## src/rtl/xtr_enc_pkg.sv

```systemverilog
// Shared types and helpers for the extraction word encoder.
// Assumes the read port presents words with byte 0 in bits 7:0.
package xtr_enc_pkg;

    typedef enum logic [1:0] {
        BEAT_MID   = 2'd0,
        BEAT_END   = 2'd1,
        BEAT_PRUNE = 2'd2,
        BEAT_ABORT = 2'd3
    } beat_kind_e;

    typedef struct packed {
        beat_kind_e  kind;
        logic [1:0]  pad;
        logic [31:0] word;
    } beat_t;

    localparam logic [31:0] CODE_BASE   = 32'h8000_0000;
    localparam logic [2:0]  IDX_PRUNE   = 3'd4;
    localparam logic [2:0]  IDX_ABORT   = 3'd5;
    localparam logic [2:0]  IDX_ESCAPE  = 3'd6;
    localparam logic [2:0]  IDX_NOTRDY  = 3'd7;

    // Reverse byte order of a word (network order on the port).
    function automatic logic [31:0] byte_rev(input logic [31:0] v);
        return {v[7:0], v[15:8], v[23:16], v[31:24]};
    endfunction

    // Port value of reserved code number idx.
    function automatic logic [31:0] code_word(input logic [2:0] idx);
        return byte_rev(CODE_BASE | {29'd0, idx});
    endfunction

    // True when a payload word looks like any reserved code on the port.
    function automatic logic clashes(input logic [31:0] w);
        return (w[31:27] == 5'd0) && (w[23:8] == 16'd0) && (w[7:0] == 8'h80);
    endfunction

endpackage

```

## src/rtl/xtr_word_fifo.sv

```systemverilog
// Synchronous FIFO of beat entries.
// Assumes DEPTH is a power of two; clear empties it in one cycle.
module xtr_word_fifo #(
    parameter int unsigned DEPTH = 16,
    parameter int unsigned WIDTH = 36
) (
    input  logic             clk,
    input  logic             rst_n,
    input  logic             clear,
    input  logic             push,
    input  logic [WIDTH-1:0] wdata,
    input  logic             pop,
    output logic [WIDTH-1:0] rdata,
    output logic             empty,
    output logic             full
);
    localparam int unsigned AW = $clog2(DEPTH);
    localparam logic [AW:0] FULL_CNT = (AW+1)'(DEPTH);

    logic [WIDTH-1:0] mem [DEPTH];
    logic [AW-1:0]    wr_ptr, rd_ptr;
    logic [AW:0]      cnt;

    assign empty = (cnt == '0);
    assign full  = (cnt == FULL_CNT);
    assign rdata = mem[rd_ptr];

    // Store an entry on push.
    always_ff @(posedge clk) begin
        if (push) mem[wr_ptr] <= wdata;
    end

    // Pointer and occupancy bookkeeping.
    always_ff @(posedge clk) begin
        if (!rst_n || clear) begin
            wr_ptr <= '0;
            rd_ptr <= '0;
            cnt    <= '0;
        end else begin
            if (push) wr_ptr <= wr_ptr + 1'b1;
            if (pop)  rd_ptr <= rd_ptr + 1'b1;
            cnt <= cnt + {{AW{1'b0}}, push} - {{AW{1'b0}}, pop};
        end
    end


    no_overflow_chk: assert property (@(posedge clk) disable iff (!rst_n) push |-> !full);

    no_underflow_chk: assert property (@(posedge clk) disable iff (!rst_n) pop |-> !empty);

endmodule

```

## src/rtl/xtr_ingress.sv

```systemverilog
// Accepts queue beats, classifies them and handles post-flush dropping.
// Assumes a beat with abort, prune or eof is the last of its frame.
module xtr_ingress
    import xtr_enc_pkg::*;
(
    input  logic        clk,
    input  logic        rst_n,
    input  logic        flush_on,
    input  logic        fifo_full,
    input  logic        in_valid,
    input  logic        in_sof,
    input  logic        in_eof,
    input  logic [1:0]  in_pad,
    input  logic        in_prune,
    input  logic        in_abort,
    input  logic [31:0] in_data,
    output logic        in_ready,
    output logic        push,
    output beat_t       push_beat,
    output logic        push_ends
);
    logic dropping;
    logic accept;

    assign in_ready  = flush_on || !fifo_full;
    assign accept    = in_valid && in_ready;
    assign push      = accept && !flush_on && (!dropping || in_sof);
    assign push_ends = push && (push_beat.kind != BEAT_MID);

    // Classify the beat, abort first, then prune, then end.
    always_comb begin
        push_beat.word = in_data;
        push_beat.pad  = in_pad;
        if (in_abort)      push_beat.kind = BEAT_ABORT;
        else if (in_prune) push_beat.kind = BEAT_PRUNE;
        else if (in_eof)   push_beat.kind = BEAT_END;
        else               push_beat.kind = BEAT_MID;
    end

    // Drop beats from a flush until the next frame start.
    always_ff @(posedge clk) begin
        if (!rst_n)                dropping <= 1'b0;
        else if (flush_on)         dropping <= 1'b1;
        else if (accept && in_sof) dropping <= 1'b0;
    end

endmodule

```

## src/rtl/xtr_encoder.sv

```systemverilog
// Read side: turns the head beat into one or two port words.
// Assumes the head entry stays in the FIFO until its last word is read.
module xtr_encoder
    import xtr_enc_pkg::*;
(
    input  logic        clk,
    input  logic        rst_n,
    input  logic        flush_on,
    input  beat_t       head,
    input  logic        fifo_empty,
    input  logic        rd_en,
    output logic [31:0] rd_data,
    output logic        pop,
    output logic        pop_ends
);
    logic       trail_q;
    logic       advance;
    logic [2:0] prefix;

    // Pick the code index that precedes the head word.
    always_comb begin
        unique case (head.kind)
            BEAT_END:   prefix = {1'b0, head.pad};
            BEAT_PRUNE: prefix = IDX_PRUNE;
            BEAT_ABORT: prefix = IDX_ABORT;
            default:    prefix = IDX_ESCAPE;
        endcase
    end

    // Select the current port word and whether a read consumes the head.
    always_comb begin
        rd_data = code_word(IDX_NOTRDY);
        pop     = 1'b0;
        advance = 1'b0;
        if (!flush_on && !fifo_empty) begin
            if (trail_q || (head.kind == BEAT_MID && !clashes(head.word))) begin
                rd_data = head.word;
                pop     = rd_en;
            end else begin
                rd_data = code_word(prefix);
                advance = rd_en;
            end
        end
    end

    assign pop_ends = pop && (head.kind != BEAT_MID);

    // Track that a code was read and its word is next.
    always_ff @(posedge clk) begin
        if (!rst_n || flush_on) trail_q <= 1'b0;
        else if (advance)       trail_q <= 1'b1;
        else if (pop)           trail_q <= 1'b0;
    end


    trail_backed_chk: assert property (@(posedge clk) disable iff (!rst_n)
        trail_q |-> !fifo_empty);

endmodule

```

## src/rtl/xtr_stream_encoder.sv

```systemverilog
// Top: escaped extraction word encoder with frame-present status and flush.
// Assumes one CPU group; rd_data is valid combinationally while rd_en is sampled.
module xtr_stream_encoder
    import xtr_enc_pkg::*;
#(
    parameter int unsigned DEPTH = 16
) (
    input  logic        clk,
    input  logic        rst_n,
    input  logic        in_valid,
    output logic        in_ready,
    input  logic        in_sof,
    input  logic        in_eof,
    input  logic [1:0]  in_pad,
    input  logic        in_prune,
    input  logic        in_abort,
    input  logic [31:0] in_data,
    input  logic [1:0]  flush_ctl,
    input  logic        rd_en,
    output logic [31:0] rd_data,
    output logic        data_present
);
    localparam int unsigned BW = $bits(beat_t);
    localparam int unsigned FW = $clog2(DEPTH + 1);

    logic          flush_on;
    logic          push, push_ends, pop, pop_ends;
    logic          fifo_empty, fifo_full;
    beat_t         push_beat;
    logic [BW-1:0] head_bits;
    logic [FW-1:0] frame_cnt;

    assign flush_on     = |flush_ctl;
    assign data_present = !flush_on && (frame_cnt != '0);

    xtr_ingress u_ingress (
        .clk, .rst_n, .flush_on, .fifo_full,
        .in_valid, .in_sof, .in_eof, .in_pad, .in_prune, .in_abort, .in_data,
        .in_ready, .push, .push_beat, .push_ends
    );

    xtr_word_fifo #(.DEPTH(DEPTH), .WIDTH(BW)) u_fifo (
        .clk, .rst_n, .clear(flush_on),
        .push, .wdata(push_beat), .pop, .rdata(head_bits),
        .empty(fifo_empty), .full(fifo_full)
    );

    xtr_encoder u_encoder (
        .clk, .rst_n, .flush_on, .head(beat_t'(head_bits)), .fifo_empty,
        .rd_en, .rd_data, .pop, .pop_ends
    );

    // Count complete frames held in the queue.
    always_ff @(posedge clk) begin
        if (!rst_n || flush_on) frame_cnt <= '0;
        else frame_cnt <= frame_cnt + {{(FW-1){1'b0}}, push_ends}
                                    - {{(FW-1){1'b0}}, pop_ends};
    end


    flush_clears_chk: assert property (@(posedge clk) disable iff (!rst_n)
        flush_on |=> (fifo_empty && frame_cnt == '0));

    present_backed_chk: assert property (@(posedge clk) disable iff (!rst_n)
        (frame_cnt != '0) |-> !fifo_empty);

endmodule

```

## config.mk

```make
export PLATFORM = sky130hd
export DESIGN_NAME = xtr_stream_encoder
export DESIGN_NICKNAME = d
export VERILOG_FILES = /design/src/rtl/xtr_enc_pkg.sv /design/src/rtl/xtr_word_fifo.sv /design/src/rtl/xtr_ingress.sv /design/src/rtl/xtr_encoder.sv /design/src/rtl/xtr_stream_encoder.sv
export SDC_FILE = /design/constraint.sdc
export NUM_CORES = 1
export LEC_CHECK = 0
export BUFFER_PORTS_ARGS = -buffer_cell sky130_fd_sc_hd__buf_2
export CAP_MARGIN = 25
export CORE_ASPECT_RATIO = 1.4
export CORE_MARGIN = 5
export CORE_UTILIZATION = 50
export DETAILED_ROUTE_END_ITERATION = 8
export PLACE_DENSITY = 0.66
export SLEW_MARGIN = 15
export SYNTH_ARGS = -nofsm -noshare
export SYNTH_HDL_FRONTEND = slang
export SYNTH_SLANG_ARGS = --single-unit
```

## constraint.sdc

```tcl
create_clock -name clk -period 21 [get_ports clk]
set_clock_uncertainty 0.05 [all_clocks]
set_input_delay 4.2 -clock clk [delete_from_list [all_inputs] [get_ports clk]]
set_output_delay 4.2 -clock clk [all_outputs]
set_load 0.05 [all_outputs]
```

After elaboration in Yosys (flattened, before gate mapping)
Memories as Yosys holds them, arrays and structs flattened. A register that Yosys moved wholly into a read port is not among the register bits.
Cells that the tools add are included.
{ "word_totals": {"rom_bits": 0, "n_memories": 1, "latch_bits": 0, "ram_bits": 576, "ff_bits": 20} }
{ "op_classes": {"reduce_logical": 31, "eq_ne": 5, "order_cmp": 0, "multipliers": 0, "add_sub_neg": 6, "n_div": 0, "mux": 18, "bitwise": 0, "shift": 0} }
{ "memory_table": {"columns": ["name", "depth", "width", "read_ports", "rd_ports_with_merged_regs", "wr", "line_no", "source"], "rows": [
  ["u_fifo.mem", 16, 36, 1, 1, 1, "xtr_word_fifo.sv:20", "logic [WIDTH-1:0] mem [DEPTH];"]
]} }
{ "op_table": {"columns": ["op", "count"], "rows": [
  ["32-bit two-way mux", 2],
  ["16-bit logical NOT", 1],
  ["1-bit logical AND", 11],
  ["1-bit two-way mux", 11],
  ["5-bit by 1-bit adder with 5-bit output", 2],
  ["5-bit logical NOT", 2],
  ["5-bit by 1-bit subtractor with 5-bit output", 2],
  ["3-bit case mux with 3 select lines", 1],
  ["4-bit by 1-bit adder with 4-bit output (second input constant)", 2],
  ["8-bit == test (second input constant)", 1],
  ["4-bit two-way mux", 2],
  ["2-bit nonzero test", 4],
  ["1-bit logical NOT", 6],
  ["5-bit == test (second input constant)", 1],
  ["5-bit nonzero test", 1],
  ["2-bit == test (second input constant)", 2],
  ["1-bit logical OR", 4],
  ["2-bit two-way mux", 2],
  ["2-bit by 1-bit == test with 1-bit output (second input constant)", 1],
  ["2-bit logical NOT", 1],
  ["2-bit OR reduction", 1]
]} }

Logic depth before layout (Yosys ltp)
Gate-level depths: netlist of the first run.
{ "logic_depth": {"word_depth": 10, "depth_mapped": 19, "depth_no_buf": 15} }

Cells and area by module
From an unflattened synthesis of the first run, not the netlist that was laid out.
{ "hier_totals": {"cells_unflattened": 1142, "hier_area_um2": 23756.5} }
{ "modules_own_cells": {"columns": ["mod", "cells_per_inst", "area_per_inst_um2", "instances"], "rows": [
  ["xtr_word_fifo", 980, 22397.7, 1],
  ["xtr_encoder", 78, 645.6, 1],
  ["xtr_ingress", 46, 365.4, 1],
  ["xtr_stream_encoder", 38, 347.8, 1]
]} }

Worst setup path after synthesis of the first run
OpenSTA, ideal clock, no wires.
{ "synth_timing": {"path_kind": "input -> output", "startpoint": "input port flush_ctl[1]", "endpoint": "output port rd_data[8]", "cell_stages": 5, "path_buffers": 1, "arrival_ps": 6187, "required_ps": 16750, "slack_ps": 10563, "cell_sequence": "nor2_1 > o21a_1 > o21ai_1 > buf_2 > a211oi_1"} }
{ "synth_between": {"elab_chain_cells": 4} }
{ "synth_lines": {"columns": ["item", "line_no", "source"], "rows": [
  ["start, declared", "xtr_stream_encoder.sv:18", "input logic [1:0] flush_ctl,"],
  ["2-bit OR reduction", "xtr_stream_encoder.sv:33", "assign flush_on = |flush_ctl;"],
  ["1-bit logical NOT", "xtr_encoder.sv:35", "if (!flush_on && !fifo_empty) begin"],
  ["1-bit logical AND", "xtr_encoder.sv:35", null],
  ["32-bit two-way mux", "xtr_encoder.sv:35", null],
  ["end, declared", "xtr_stream_encoder.sv:20", "output logic [31:0] rd_data,"]
]} }
Every way passes these cells.

==> results.toml, run 1 <==
[outcome]
status = "finished clean"

[die]
initial_core_util = 0.502
die_area_um2 = 51400
dieHeight_um = 266
die_w_um = 193
num_io_pins = 78
rows = 94
core_area_um2 = 46700

[timing]
tns_ns = 0
finalCritPeriodShare = 0.499
setup_viol = 0
maxSlewViolCount = 0
worst_pin_slew_ns = 0.983
hold_violations = 0
worst_hold_slack_ns = 0.434
rsz0062_at_grt = "no"
finalWorstSetupSlack_ns = 10.53
max_freq_mhz = 95.5
max_slew_margin = 0.345
period_needed_ns = 10.47

[cells_and_area]
finish.net_count = 1275
postLayoutCellArea_um2 = 26500
fin_cells = 1883
syn_to_final_growth_pct = 13.0
fillers = 3471
drive_gt1_frac = 0.297
multi_input_area_um2 = 5370
seqCellArea_um2 = 17800

[power_and_ir_drop]
pwr-share-comb = 0.013
ir_drop_v = 0.0000761
clkPwrFrac = 0.430
p_sw_frac = 0.191
p_switching_mw = 0.451
power_report.internal_total_mw = 1.91
power_frac_seq = 0.557
power_density_nw_per_um2 = 88.9
p_leak_nw = 8.26

[synth]
yosys.area_share.simple = 0.0293
synth-seq-cells = 600
synth_top_family_by_area = "multiplexers"
ys_warn_count = 0
yosys.cell_types.count = 58
synth_edf_count = 576
postSynthAreaPerCell_um2 = 21.3
synth_compound_area_frac = 0.0322
synthAdderAreaFrac = 0.0108
synth_area_um2 = 23500
synthXorXnorAreaFrac = 0.00336
syn_nets = 1167
ys_seq_area_frac = 0.758
synth_mux_area_frac = 0.148
synth-async-reset-ratio = 0
synthCells = 1104
ys.flop_type = "edfxtp_1"

[route]
routed-via-count = 11500
drt_iter0_drc = 1016
ant_nets = 0
via_per_inst = 6.08
routedWlPerCell_um = 28.1
drc = 0
dr.pass1.iters = 6
drt_wl_total_um = 53000

[setup_path]
startpoint_type = "flop"
ff2ff_setup_slack_ns = 14.65
worstPathArrival_ns = 6.22
path_class = "reg -> out"
critPathRequiredTime_ns = 16.75
cp-end-kind = "primary output"
critPathMaxFanout = 54

[placement]
io_buffers = 77
dp_slack_ns = 10.60
hpwlAfterDp_um = 27500
post_dp_cell_area_um2 = 24600
dpl.cell_count = 1778
globalplace.congestion = 0.734

[hold_path]
hp-class = "reg -> reg"

[global_routing]
grt.total_usage = 0.209
overflow = 0
grt_pass1_wl_um = 78100
antenna_found_initial = 5
grt_max_degree = 101
grt_pass1_vias = 11900

[cts]
clkSinkCount = 600
cts-root-buf = "clkbuf_16"
cts_resized = 0
hold_buffers = 0
cts_max_level = 2
clockBufferDepth = 3
post_cts_buffers = 0
clock_latency_ns = 0.59
tritoncts = "done"
clkTransAtPathRegs_ns = 0.06
cts_inserted_buffers = 55

[job]
cap_violations = 0
-- sequential cells by signal, indices dropped and copies added, names as in the netlist, named ones only --
register	flops
u_fifo.mem	576
frame_cnt	5
u_fifo.cnt	5
u_fifo.rd_ptr	4
u_fifo.wr_ptr	4
u_encoder.trail_q	1
u_ingress.dropping	1
-- cell type report --
type                            count  share of cell area
Timing Repair Buffer              105              0.0241
Sequential cell                   600               0.671
Antenna cell                        2            0.000189
Clock inverter                     40              0.0162
Inverter                           21             0.00297
Clock buffer                       62              0.0537
Tap cell                          624              0.0295
Multi-Input combinational cell    429               0.203
-- synthesized netlist by cell type (all sizes together), types with 2 or more instances --
cell type / number / area share
edfxtp: 576 / 0.74
mux4: 148 / 0.14
a22oi: 37 / 0.012
nand2: 37 / 0.0059
nor2: 34 / 0.0054
buf: 32 / 0.012
a21oi: 25 / 0.0053
dfxtp: 24 / 0.020
clkbuf: 22 / 0.0035
inv: 21 / 0.0034
ha: 17 / 0.0091
mux2i: 12 / 0.0051
nor4: 11 / 0.0035
o21ai: 11 / 0.0023
a221oi: 8 / 0.0041
and2: 8 / 0.0021
a22o: 7 / 0.0026
and3: 6 / 0.0016
xnor2: 6 / 0.0022
nand4: 5 / 0.0013
nor2b: 5 / 0.0013
or4: 5 / 0.0016
nor4b: 4 / 0.0015
or3: 4 / 0.0011
a21o: 3 / 0.00096
nand3: 3 / 0.00064
o211ai: 3 / 0.00096
or2: 3 / 0.00080
xor2: 3 / 0.0011
fa: 2 / 0.0017
mux2: 2 / 0.00096
nand2b: 2 / 0.00053
nor3: 2 / 0.00043
o22ai: 2 / 0.00053
or4b: 2 / 0.00085
-- through the flow --
stage               utilization  power, mW
global route              0.568       2.43
detailed placement        0.527       1.37
global placement          0.527       1.37
CTS                       0.567       2.38
floorplan                     -       1.35
finish                    0.568       2.36
-- cell usage in the layout, fill, tap and decap left out, drive strengths merged, types with 6 or more instances in the layout --
| cell type | synthesis | final |
|---|---|---|
| bufinv | 0 | 8 |
| clkbuf | 22 | 62 |
| o21ai | 11 | 11 |
| a22o | 7 | 7 |
| mux2i | 12 | 12 |
| a221oi | 8 | 8 |
| a21oi | 25 | 25 |
| nor4 | 11 | 11 |
| dfxtp | 24 | 24 |
| xnor2 | 6 | 6 |
| nor2 | 34 | 34 |
| ha | 17 | 17 |
| edfxtp | 576 | 576 |
| inv | 21 | 23 |
| and2 | 8 | 8 |
| nand2 | 37 | 37 |
| a22oi | 37 | 37 |
| buf | 32 | 105 |
| mux4 | 148 | 148 |
| clkinv | 0 | 25 |
| and3 | 6 | 6 |
-- routing by layer --
metal  up-vias  wire [um]  share of wire  global-route usage
li1       4845          -              -                   -
met1      6067      21000           0.40               0.287
met2       465      27200           0.51               0.355
met3        76       3680          0.069              0.0342
met4         4       1080          0.020              0.0502
met5         -         34        0.00064                   0
-- kinds of logic (layout without fill, tap and decap cells) --
logic type / count (synthesis) / after routing
AO/OA/AOI/OAI: 106 / 106
XOR/XNOR: 9 / 9
adder cells (fa/ha/maj): 19 / 19
buffers and inverters: 75 / 228
flip-flops: 600 / 600
multiplexers: 162 / 162
other: 0 / 2
AND/OR/NAND/NOR: 133 / 133
-- critical path, cell delays in order, from the launching register on --
cell and delay (ns):
dfxtp_4 0.76, buf_4 0.68, buf_4 0.76, mux4_2 0.41, a22o_1 0.24, a221oi_1 0.67, nand4_1 0.21, nor3_1 0.35
a31oi_1 0.36, o21ai_4 0.53, buf_12 0.25, a21oi_1 0.12, buf_2 0.25
-- power by group through the flow --
stage                     registers, mW  logic, mW  clock network [mW]
after floorplan                    1.34    0.00878                   0
after global placement             1.34     0.0295                   0
after detailed placement           1.34     0.0309                   0
after CTS                          1.31     0.0310                1.03
after global routing               1.31     0.0338                1.08
final                              1.31     0.0308                1.01
-- worst paths after layout --
check	start	end	cells after the start
max	flop	rd_data[3]	12
min reg2reg	u_fifo.rd_ptr[3]$_SDFFE_PP0N_	flop	2
min	u_fifo.rd_ptr[3]$_SDFFE_PP0N_	flop	2
max reg2reg	flop	u_fifo.cnt[4]$_SDFF_PP0_	17
No activity file was read; power rests on OpenSTA's default activity.
==> run 2: changes to the inputs <==
Settings changed: ABC_AREA set to 1.
Clock period 21 ns to 10.5 ns, I/O delays scaled along.
==> results.toml, run 2 <==
[synth]
synth_area_um2 = 25100
synth-async-reset-ratio = 0
yosys.cell_types.count = 36
yosysTopAreaCellShare = 0.689
synth_top_cell_by_area = "edfxtp_1"
ys_warn_count = 0
ys_top_cells_by_area = "edfxtp_1 69%, nand2_1 8.6%, nand3_1 5.2%, nor2_1 3.2%, inv_1 3.1%"
synthCells = 2252
synthTopCellsByCount = "576 x edfxtp_1, 576 x nand2_1, 259 x nand3_1"
postSynthAreaPerCell_um2 = 11.2
synth_edf_count = 576
syn_nets = 2315
ys.flop_type = "edfxtp_1"
ys_seq_area_frac = 0.708
synth-seq-cells = 600

[power_and_ir_drop]
p_switching_mw = 0.909
power_density_nw_per_um2 = 168
clkPwrFrac = 0.429
pwr-share-comb = 0.013
design_power_total_mw = 4.71
p_leak_nw = 10.6
power_report.internal_total_mw = 3.80
p_sw_frac = 0.193
power_frac_seq = 0.557
ir_drop_v = 0.000114

[route]
drc = 0
via_per_inst = 5.53
dr.pass1.iters = 5
ant_nets = 0
routedWlPerCell_um = 21.1
routed-via-count = 16500
drt_iter0_drc = 1531
drt_wl_total_um = 63100

[global_routing]
overflow = 0
grt_pass1_vias = 16100
antenna_found_initial = 6
grt_pass1_wl_um = 94700
grt.total_usage = 0.228
grt_max_degree = 153

[cells_and_area]
final_cell_mix = "576 x nand2_1, 576 x edfxtp_1, 259 x nand3_1"
multi_input_area_um2 = 6040
largest_register_ffs = 576
finish.net_count = 2358
fin_cells = 2990
seqCellArea_um2 = 17800
top_register = "u_fifo.mem"
drive_gt1_frac = 0.101
reg_top3 = "u_fifo.mem: 576 flops, frame_cnt: 5 flops, u_fifo.cnt: 5 flops"
syn_to_final_growth_pct = 11.4
postLayoutCellArea_um2 = 28000
post-route-util = 0.561
fillers = 4051

[cts]
cts_inserted_buffers = 55
cts-root-buf = "clkbuf_16"
clock_latency_ns = 0.59
cts_max_level = 2
tritoncts = "done"
clockBufferDepth = 3
clkSinkCount = 600
clkTransAtPathRegs_ns = 0.06
cts_resized = 0
hold_buffers = 0
post_cts_buffers = 0

[timing]
hold_violations = 0
rsz0062_at_grt = "no"
tns_ns = 0
period_needed_ns = 7.57
max_freq_mhz = 132
setup_viol = 0
worst_pin_slew_ns = 1.03
maxSlewViolCount = 0
finalCritPeriodShare = 0.721
max_slew_margin = 0.316

[setup_path]
ff2ff_setup_slack_ns = 5.10
critPathMostFrequentCell = "nand2_1"
cp-end-kind = "primary output"
path_class = "reg -> out"
critPathMaxFanout = 152
cp_num_buf_inv = 4
max_stage_delay_ns = 0.69
startpoint_type = "flop"
reg2reg_to = "frame_cnt[4]$_SDFF_PP0_"
path_cells = "inv_6 -> buf_12 -> nand2_1 -> nand2_1 -> nand2_1 -> nand3_1 -> nand3_1 -> nand2_1 -> inv_1 -> nand2_1 -> nor2_1 -> nand2_1 -> nor2_1 -> nand2_1 -> nand2_1 -> nand2_4 -> nand2_2 -> a21oi_1 -> buf_2"
crit_family = "simple AND/OR/NAND/NOR gates"
r2r_cells = 26
critPathRequiredTime_ns = 8.35
cp_slowest_cell = "inv_6"
worstPathArrival_ns = 5.42

[placement]
hpwlAfterDp_um = 32400
io_buffers = 77
dpl.cell_count = 2880
post_dp_cell_area_um2 = 26100
globalplace.congestion = 0.779

[hold_path]
min_to = "u_ingress.dropping$_SDFFE_PN0P_"
hold_depth = 2
hp-class = "reg -> reg"
hold_path.startpoint = "u_ingress.dropping$_SDFFE_PN0P_"

[die]
dieHeight_um = 275
die_w_um = 199
rows = 97
die_area_um2 = 54900
core_area_um2 = 49900
num_io_pins = 78
initial_core_util = 0.503

[outcome]
status = "finished clean"

[job]
cap_violations = 0
## run 2: cell types whose count changed in the layout (fill, tap and decap cells not counted), sizes merged, moves of 8 or more
cell / previous run / this run
nor4: 11 / 0
nor2: 34 / 226
a22oi: 37 / 0
o21ai: 11 / 115
nand2: 37 / 578
a21oi: 25 / 38
o221ai: 0 / 17
nand3: 3 / 259
mux2i: 12 / 0
o211ai: 3 / 27
mux4: 148 / 0
and2: 8 / 0
inv: 23 / 229
## run 2: worst reg2reg max path: cells and delay by family, from the launching register on
family / cells / cell delay (ns)
buf+inv: 4 / 1.58
simple gates: 16 / 1.97
flops: 1 / 0.54
compound gates: 3 / 0.30
fa+ha+maj: 3 / 0.90
## run 2: power by group through the flow
stage	clock network (mW)	registers, mW	logic, mW
2_1_floorplan	0	2.68	0.0185
3_3_place_gp	0	2.68	0.0605
3_5_place_dp	0	2.68	0.0625
4_1_cts	2.05	2.63	0.0627
5_1_grt	2.15	2.62	0.0694
6_report	2.02	2.63	0.0627
## run 2: metal layers
layer  part of all wire  GRT usage  vias to the layer above
met5                  0          0                        -
met4              0.031     0.0778                        0
li1                   -          -                     7738
met1               0.40      0.298                     7989
met3              0.075     0.0354                      133
met2               0.50      0.391                      679
## run 2: how the worst max path moves through the flow
| stage | from | endpoint | depth (start not counted) |
|---|---|---|---|
| 2_1_floorplan | flush_ctl[1] | rd_data[16] | 6 |
| 3_3_place_gp | flop | rd_data[22] | 17 |
| 3_5_place_dp | flop | rd_data[22] | 17 |
| 4_1_cts | flop | rd_data[22] | 17 |
| 5_1_grt | flop | rd_data[26] | 19 |
| 6_report | flop | rd_data[22] | 19 |
## run 2: through the flow
step	worst slack [ns]	hold WS (ns)
detailed placement	3.57	0.405
floorplan	4.83	0.385
global route	2.64	0.459
finish	2.93	0.412
global placement	3.54	0.400
CTS	2.91	0.415
## run 2: kinds of logic (layout without fill, tap and decap cells)
| family | Yosys count | after routing | synth area share |
|---|---|---|---|
| compound gates | 214 | 214 | 0.0496 |
| xor+xnor | 5 | 5 | 0.00174 |
| fa+ha+maj | 19 | 19 | 0.0101 |
| buf+inv | 346 | 435 | 0.0562 |
| flops | 600 | 600 | 0.708 |
| other cells | 0 | 6 | 0 |
| simple gates | 1068 | 1068 | 0.174 |
## run 2: cell type report
| type | count | share of cell area |
|---|---|---|
| sequential | 600 | 0.636 |
| multi-input combinational | 1306 | 0.216 |
| clock buffer | 69 | 0.0525 |
| inverter | 226 | 0.0306 |
| tap | 643 | 0.0288 |
| timing repair buffer | 106 | 0.0227 |
| clock inverter | 34 | 0.0126 |
| antenna | 6 | 0.000537 |
